## src/rtl/cpt_pkg.sv

```systemverilog
`timescale 1ns/1ps
package cpt_pkg;
   typedef enum logic [2:0] {
      RSP_NONE = 3'd0,
      RSP_DONE = 3'd1,
      RSP_BUSY = 3'd2,
      RSP_CANT = 3'd3,
      RSP_MORE = 3'd4
   } cpt_rsp_e;

   typedef enum logic [2:0] {
      K_REG_WR   = 3'd0,
      K_REG_RD   = 3'd1,
      K_LD_START = 3'd2,
      K_ST_START = 3'd3,
      K_LD_WORD  = 3'd4,
      K_ST_WORD  = 3'd5,
      K_DATA_OP  = 3'd6,
      K_RSVD     = 3'd7
   } cpt_kind_e;

   localparam logic [3:0] OPC_STALL    = 4'd0;
   localparam logic [3:0] OPC_FAST_SET = 4'd1;
   localparam logic [3:0] OPC_NORM_SET = 4'd2;
   localparam logic [3:0] OPC_FAST_CLR = 4'd3;
   localparam logic [3:0] OPC_NORM_CLR = 4'd4;
   localparam logic [3:0] OPC_STAMP    = 4'd5;

   localparam int MOVE_IDX_LO = 16;
   localparam int XFER_IDX_LO = 12;
   localparam int OPC_LO      = 20;
   localparam int OPR_IDX_LO  = 0;
   localparam int LONG_BIT    = 22;

   localparam int LINE_FAST = 0;
   localparam int LINE_NORM = 1;
   localparam int N_LINES   = 2;
endpackage

```

## src/rtl/cpt_regfile.sv

```systemverilog
`timescale 1ns/1ps
module cpt_regfile #(
   parameter int DATA_W = 32,
   parameter int NREG   = 16,
   localparam int IDX_W = $clog2(NREG)
) (
   input  logic              clk,
   input  logic              rst_n,
   input  logic              we,
   input  logic [IDX_W-1:0]  waddr,
   input  logic [DATA_W-1:0] wdata,
   input  logic [IDX_W-1:0]  raddr_a,
   output logic [DATA_W-1:0] rdata_a,
   input  logic [IDX_W-1:0]  raddr_b,
   output logic [DATA_W-1:0] rdata_b
);
   logic [DATA_W-1:0] store_q [NREG];

   for (genvar r = 0; r < NREG; r++) begin : g_entry
      always_ff @(posedge clk) begin
         if (!rst_n)
            store_q[r] <= '0;
         else if (we && waddr == IDX_W'(r))
            store_q[r] <= wdata;
      end
   end

   assign rdata_a = store_q[raddr_a];
   assign rdata_b = store_q[raddr_b];
endmodule

```

## src/rtl/cpt_stall_unit.sv

```systemverilog
`timescale 1ns/1ps
module cpt_stall_unit #(
   parameter int CNT_W = 32
) (
   input  logic             clk,
   input  logic             rst_n,
   input  logic             start,
   input  logic [CNT_W-1:0] now,
   input  logic [CNT_W-1:0] delay,
   output logic             done
);
   logic [CNT_W-1:0] finish_q;

   always_ff @(posedge clk) begin
      if (!rst_n)
         finish_q <= '0;
      else if (start)
         finish_q <= now + delay;
   end

   assign done = start ? (delay == '0) : (now >= finish_q);
endmodule

```

## src/rtl/cpt_irq_timer.sv

```systemverilog
`timescale 1ns/1ps
module cpt_irq_timer #(
   parameter int CNT_W = 32
) (
   input  logic             clk,
   input  logic             rst_n,
   input  logic             sched,
   input  logic             release_i,
   input  logic [CNT_W-1:0] delay,
   output logic             line_n
);
   logic             pend_q;
   logic [CNT_W-1:0] left_q;
   logic             active_q;
   logic             fire;

   assign fire = sched ? (delay == '0) : (pend_q && left_q == CNT_W'(1));

   always_ff @(posedge clk) begin
      if (!rst_n) begin
         pend_q   <= 1'b0;
         left_q   <= '0;
         active_q <= 1'b0;
      end else begin
         if (sched) begin
            pend_q <= (delay != '0);
            left_q <= delay;
         end else if (pend_q) begin
            left_q <= left_q - CNT_W'(1);
            if (left_q == CNT_W'(1))
               pend_q <= 1'b0;
         end
         if (release_i)
            active_q <= 1'b0;
         else if (fire)
            active_q <= 1'b1;
      end
   end

   assign line_n = !active_q;
endmodule

```

## src/rtl/cpt_xfer_ctr.sv

```systemverilog
`timescale 1ns/1ps
module cpt_xfer_ctr #(
   parameter int LONG_WORDS = 5,
   localparam int CW = (LONG_WORDS > 1) ? $clog2(LONG_WORDS) : 1
) (
   input  logic clk,
   input  logic rst_n,
   input  logic clear,
   input  logic step,
   output logic last
);
   logic [CW-1:0] cnt_q;

   assign last = (cnt_q == CW'(LONG_WORDS - 1));

   always_ff @(posedge clk) begin
      if (!rst_n || clear)
         cnt_q <= '0;
      else if (step)
         cnt_q <= last ? '0 : cnt_q + CW'(1);
   end
endmodule

```

## src/rtl/cp_timer_unit.sv

```systemverilog
`timescale 1ns/1ps
module cp_timer_unit #(
   parameter int DATA_W     = 32,
   parameter int NREG       = 16,
   parameter int CNT_W      = 32,
   parameter int LONG_WORDS = 5,
   parameter int CP_MAIN    = 4,
   parameter int CP_AUX     = 5
) (
   input  logic              clk,
   input  logic              rst_n,
   input  logic              cmd_valid,
   input  logic [3:0]        cmd_cp,
   input  logic [2:0]        cmd_kind,
   input  logic [31:0]       cmd_instr,
   input  logic [DATA_W-1:0] cmd_wdata,
   input  logic              cmd_first,
   input  logic [CNT_W-1:0]  cycle_cnt,
   output logic [2:0]        rsp_code,
   output logic [DATA_W-1:0] rsp_rdata,
   output logic              fiq_n,
   output logic              irq_n
);
   import cpt_pkg::*;

   localparam int IDX_W = $clog2(NREG);

   if (NREG < 2 || NREG > 16 || (NREG & (NREG - 1)) != 0) begin : g_bad_nreg
      $error("NREG must be a power of two from 2 to 16");
   end
   if (CNT_W > DATA_W || CNT_W < 2) begin : g_bad_cnt
      $error("CNT_W must lie between 2 and DATA_W");
   end
   if (LONG_WORDS < 1) begin : g_bad_long
      $error("LONG_WORDS must be at least 1");
   end
   if (CP_MAIN == CP_AUX || CP_MAIN > 15 || CP_AUX > 15) begin : g_bad_cp
      $error("coprocessor numbers must differ and fit four bits");
   end

   cpt_kind_e        kind;
   cpt_rsp_e         rsp;
   logic [3:0]       opc;
   logic [IDX_W-1:0] idx_move, idx_xfer, idx_opr;
   logic             is_long, hit_main, hit_aux;

   logic              rf_we;
   logic [IDX_W-1:0]  rf_waddr, rf_raddr_a;
   logic [DATA_W-1:0] rf_wdata, rd_a, rd_b;
   logic [CNT_W-1:0]  dly;

   logic stall_start, stall_done;
   logic xfer_clr, xfer_step, xfer_last;
   logic [N_LINES-1:0] sched_v, rel_v, line_v;
   logic unused_bits;

   assign kind     = cpt_kind_e'(cmd_kind);
   assign opc      = cmd_instr[OPC_LO +: 4];
   assign idx_move = cmd_instr[MOVE_IDX_LO +: IDX_W];
   assign idx_xfer = cmd_instr[XFER_IDX_LO +: IDX_W];
   assign idx_opr  = cmd_instr[OPR_IDX_LO +: IDX_W];
   assign is_long  = cmd_instr[LONG_BIT];
   assign hit_main = cmd_valid && cmd_cp == 4'(CP_MAIN);
   assign hit_aux  = cmd_valid && cmd_cp == 4'(CP_AUX);
   assign dly      = rd_b[CNT_W-1:0];
   assign unused_bits = ^{cmd_instr, rd_b};

   always_comb begin
      rsp         = RSP_NONE;
      rsp_rdata   = '0;
      rf_we       = 1'b0;
      rf_waddr    = idx_move;
      rf_wdata    = cmd_wdata;
      rf_raddr_a  = idx_move;
      stall_start = 1'b0;
      xfer_clr    = 1'b0;
      xfer_step   = 1'b0;
      sched_v     = '0;
      rel_v       = '0;
      if (hit_main || hit_aux) begin
         unique case (kind)
            K_REG_WR: begin
               rf_we = 1'b1;
               rsp   = RSP_DONE;
            end
            K_REG_RD: begin
               rsp_rdata = rd_a;
               rsp       = RSP_DONE;
            end
            K_LD_START, K_ST_START: begin
               if (hit_main) begin
                  xfer_clr = 1'b1;
                  rsp      = RSP_DONE;
               end else
                  rsp = RSP_CANT;
            end
            K_LD_WORD, K_ST_WORD: begin
               if (hit_main) begin
                  rf_raddr_a = idx_xfer;
                  rf_waddr   = idx_xfer;
                  if (kind == K_LD_WORD)
                     rf_we = 1'b1;
                  else
                     rsp_rdata = rd_a;
                  xfer_step = is_long;
                  rsp = (is_long && !xfer_last) ? RSP_MORE : RSP_DONE;
               end else
                  rsp = RSP_CANT;
            end
            K_DATA_OP: begin
               rsp = RSP_CANT;
               if (opc == OPC_STALL) begin
                  stall_start = cmd_first;
                  rsp = stall_done ? RSP_DONE : RSP_BUSY;
               end else if (hit_aux) begin
                  rsp = RSP_DONE;
                  case (opc)
                     OPC_FAST_SET: sched_v[LINE_FAST] = 1'b1;
                     OPC_NORM_SET: sched_v[LINE_NORM] = 1'b1;
                     OPC_FAST_CLR: rel_v[LINE_FAST]   = 1'b1;
                     OPC_NORM_CLR: rel_v[LINE_NORM]   = 1'b1;
                     OPC_STAMP: begin
                        rf_we    = 1'b1;
                        rf_waddr = idx_opr;
                        rf_wdata = DATA_W'(cycle_cnt);
                     end
                     default: rsp = RSP_CANT;
                  endcase
               end
            end
            default: rsp = RSP_CANT;
         endcase
      end
   end

   assign rsp_code = rsp;

   cpt_regfile #(.DATA_W(DATA_W), .NREG(NREG)) u_regs (
      .clk(clk), .rst_n(rst_n),
      .we(rf_we), .waddr(rf_waddr), .wdata(rf_wdata),
      .raddr_a(rf_raddr_a), .rdata_a(rd_a),
      .raddr_b(idx_opr), .rdata_b(rd_b)
   );

   cpt_stall_unit #(.CNT_W(CNT_W)) u_stall (
      .clk(clk), .rst_n(rst_n), .start(stall_start),
      .now(cycle_cnt), .delay(dly), .done(stall_done)
   );

   cpt_xfer_ctr #(.LONG_WORDS(LONG_WORDS)) u_xfer (
      .clk(clk), .rst_n(rst_n), .clear(xfer_clr),
      .step(xfer_step), .last(xfer_last)
   );

   for (genvar g = 0; g < N_LINES; g++) begin : g_line
      cpt_irq_timer #(.CNT_W(CNT_W)) u_tmr (
         .clk(clk), .rst_n(rst_n), .sched(sched_v[g]),
         .release_i(rel_v[g]), .delay(dly), .line_n(line_v[g])
      );
   end

   assign fiq_n = line_v[LINE_FAST];
   assign irq_n = line_v[LINE_NORM];
endmodule

```

## config.mk

```make
export PLATFORM = sky130hd
export DESIGN_NAME = cp_timer_unit
export DESIGN_NICKNAME = d
export VERILOG_FILES = /design/src/rtl/cpt_pkg.sv /design/src/rtl/cpt_regfile.sv /design/src/rtl/cpt_stall_unit.sv /design/src/rtl/cpt_irq_timer.sv /design/src/rtl/cpt_xfer_ctr.sv /design/src/rtl/cp_timer_unit.sv
export SDC_FILE = /design/constraint.sdc
export NUM_CORES = 1
export LEC_CHECK = 0
export ABC_AREA = 0
export BUFFER_PORTS_ARGS = -buffer_cell sky130_fd_sc_hd__clkbuf_2
export CAP_MARGIN = 20
export CORE_MARGIN = 1
export CORE_UTILIZATION = 57
export CTS_CLUSTER_SIZE = 20
export DETAILED_ROUTE_END_ITERATION = 8
export PLACE_DENSITY = 0.77
export RECOVER_POWER = 100
export SETUP_SLACK_MARGIN = 0.4
export SLEW_MARGIN = 10
export SYNTH_ARGS = -nofsm -noshare
export SYNTH_HDL_FRONTEND = slang
export SYNTH_HIERARCHICAL = 1
export SYNTH_SLANG_ARGS = --single-unit
```

## constraint.sdc

```tcl
create_clock -name clk -period 4.7 [get_ports clk]
set_input_delay 0.47 -clock clk [delete_from_list [all_inputs] [get_ports clk]]
set_output_delay 0.47 -clock clk [all_outputs]
set_load 0.05 [all_outputs]
```

==> run summary <==
Post-synthesis sequential area ratio = 49.3%
CP required = 4.23 ns
CTS Hold Bufs = 0
Min Hold Slack = 0.324 ns
Vias = 26.9k
Post-route clock skew = 0.0238 ns
GRT Max-Usage Layer = met2
R2R depth = 14
R2R Setup Slk = 0.52 ns
Final Setup Violations = 1
Hold Crit Class = primary input to flop
Placed cells = 3,670
Setup slack after layout = -0.00615 ns
Fin nets = 3,140
Buf+Inv Stages, Crit Path = 2
RR Endpoint = u_stall/finish_q[20]
CP startpoint kind = flop
DR pass1 iterations = 5
IO Pins = 144
VDD IR max = 0.358 mV
Final worst path period need = 4.71 ns
Mux cell area share after synthesis = 17.8%
Initial DRC count = 3,789
Post-synth top flop = edfxtp_1
Port buffer count = 127
All-Layer GR Usage = 36.5%
TritonCTS clock tree = built
Post-synthesis async set-or-reset flop share = 0%
Crit path capture type = output port
Maximum clock rate = 212 MHz
Crit path to = rsp_code[1]
Routed wire length per instance = 30.7 um
FF+latch area = 17,400 um^2
Die ar. = 63,100 um^2
Initial core utilization = 58.2%
H-tree depth = 3
Relative max-transition margin = 3.30%
Clock transition at path regs = 0.06 ns
Stages on the worst setup path = 14
Area of the mapped netlist = 35,400 um^2
WS Path Type = flop to output port
Period utilisation layout = 100%
Die span in x = 251 um
Crit path DAT = 4.24 ns
Grt met1 use = 46.5%
GP Congestion = 0.958
Clk root buf = clkbuf_16
Failing checks = negative setup slack
RSZ-0062 raised after global routing = yes
Pin count of the biggest net entering global routing = 121
Total Wirelength = 116,000 um
MaxCap Viol Count = 0
Max-slew violation count = 0
Synth Area in Compound Gates = 8.16%
Outcome = finished, violations left
Worst reg2reg startpoint = u_regs/store_q[9][0]
Cts bufs inserted = 67
Main combinational cell family by area after synthesis = multiplexers
P per Cell Area = 332 nW/um^2
Slowest-stage cell, CP = mux4_2
Worst skew pair latency = 0.62 ns
Register bit total from synthesis = 615
Met3 GRT Util = 8.98%
Xor/xnor cell area share of the yosys netlist = 1.98%
Synth Area in Simple Gates = 16.9%
Post-DRT Antenna Nets = 0
Most frequent cells in the layout = 544 x and2_1, 512 x edfxtp_1, 256 x mux4_2
GRT overflow = 0
Synth Instances = 2,807
Hpwl dp = 73,900 um
Met2 usage = 58.2%
Initial antenna violation count = 7
Area occupied by multi-input gates = 17,200 um^2
Number of flops mapped to enable cells by yosys = 512
Family with the most delay on the worst path = simple AND/OR/NAND/NOR gates
Leak = 14.4 nW
First-pass GRT wire length = 167,000 um
Adder-Cell Fraction of Synth Area = 2.50%
Yosys warns = 6
Vias/cell = 7.09
Syn avg cell area = 12.6 um^2
Critical path, cell by cell = mux4_2 > a22oi_2 > nand2_2 > nor4_4 > buf_4 > nand4_1 > or3_4 > and4b_1 > a32oi_2 > nor3b_2 > a21oi_2 > o2111ai_1 > a21oi_1 > clkbuf_8
Setup TNS = -0.00615 ns
Max FO, Critical Path = 2
Clk buf depth = 3
DRC violations left = 0
Slew @ Worst Pin = 1.45 ns
Crit path from = u_regs/store_q[11][6]
Post-Layout Cell Count = 3,794
Critical Path Max Stage Delay = 0.50 ns
Filler cells = 4,287
Mapped Nets = 2,984
Row Count = 90
Synth-to-layout area growth = 13.6%
CTS sink count = 615
Vias in the first global route = 26.5k
Share of cells above drive strength 1 = 25.7%
Netlist cell types = 90
Core ar. = 60,800 um^2
Commonest non-fill, non-tap cell in the layout = and2_1
Die extent in y = 251 um
Hold Fails Final Rpt = 0
==> synth_stat cells (24+ instances only) <==
master / number / share of area [%]
edfxtp_1: 512 / 43
mux4_2: 256 / 16
a22oi_1: 128 / 2.7
a21o_1: 24 / 0.51
nor3_1: 43 / 0.61
buf_2: 24 / 0.34
clkbuf_1: 145 / 1.5
nor2_1: 102 / 1.1
nand2_1: 128 / 1.4
nand4_1: 26 / 0.46
and2_1: 547 / 9.7
ha_1: 69 / 2.4
xnor2_1: 59 / 1.5
o21ai_0: 88 / 1.2
nand3_1: 32 / 0.45
dfxtp_1: 103 / 5.8
nor4_1: 46 / 0.81
a21oi_1: 107 / 1.5
mux2_2: 33 / 1.0
inv_1: 56 / 0.59
==> kinds of logic after synthesis <==
group	after synthesis
adder cells (fa/ha/maj)	70
multiplexers	304
AO/OA/AOI/OAI	434
flip-flops	615
XOR/XNOR	80
AND/OR/NAND/NOR	1026
buffers and inverters	278
==> layer usage <==
metal	vias up	part of all wire, %
li1	10973	-
met1	13221	34
met2	2223	47
met3	497	14
met4	4	5.7
met5	-	0.027
==> tightest hold or removal path: cells and delay by family <==
| family | cells | cell delay (ns) |
|---|---|---|
| adder cells (fa/ha/maj) | 1 | 0.14 |
| buffers and inverters | 1 | 0.12 |
| multiplexers | 1 | 0.07 |
| AND/OR/NAND/NOR | 1 | 0.09 |
==> power by group <==
| part | internal, mW | total, mW | leakage (nW) | switching (mW) |
|---|---|---|---|---|
| Clock | 2.81 | 4.98 | 0.982 | 2.16 |
| Combinational | 0.860 | 2.12 | 7.75 | 1.26 |
| Sequential | 6.12 | 6.25 | 5.69 | 0.126 |
==> what timing repair did <==
item                       CTS  global route
setup endpoints to repair    3            14
pin swaps                   18             8
buffers inserted             3             0
gates resized for setup     31            11
gates cloned                 0             3
==> registers in the layout (all words and copies together) (netlist names) <==
| register | flops |
|---|---|
| g_line.u_tmr/active_q | 2 |
| g_line.u_tmr/left_q | 64 |
| g_line.u_tmr/pend_q | 2 |
| u_regs/store_q | 512 |
| u_stall/finish_q | 32 |
| u_xfer/cnt_q | 3 |
==> cell type report <==
type	count	share of cell area [%]
flip-flops and latches	615	43.4
multi-input cells	1916	42.9
repair buffers	305	5.74
clock buffers	89	4.59
well taps	782	2.43
inverters	58	0.541
clock inverters	26	0.429
diodes	3	0.0187
==> metrics by stage <==
stage / area, um^2 / utilization, % / setup slack, ns / total power, mW
after detailed placement: 38000 / 62.4 / -0.366 / 8.35
after floorplan: 35400 / - / -0.185 / 7.56
after CTS: 40200 / 66.0 / 0.114 / 13.3
after global placement: 38000 / 62.4 / -0.295 / 8.29
final: 40200 / 66.1 / -0.00615 / 13.3
after global routing: 40200 / 66.1 / -0.0980 / 13.7
==> worst min path at each step <==
stage | startpoint | end | cells past startpoint
after detailed placement | u_stall/finish_q[27] | u_stall/finish_q[27] | 2
after global routing | cycle_cnt[0] | u_stall/finish_q[0] | 4
after global placement | u_stall/finish_q[19] | u_stall/finish_q[19] | 2
after floorplan | u_stall/finish_q[17] | u_stall/finish_q[17] | 2
after CTS | cycle_cnt[0] | u_stall/finish_q[0] | 4
final | cycle_cnt[0] | u_stall/finish_q[0] | 4
Note: power is estimated with default switching activity, not from simulation.
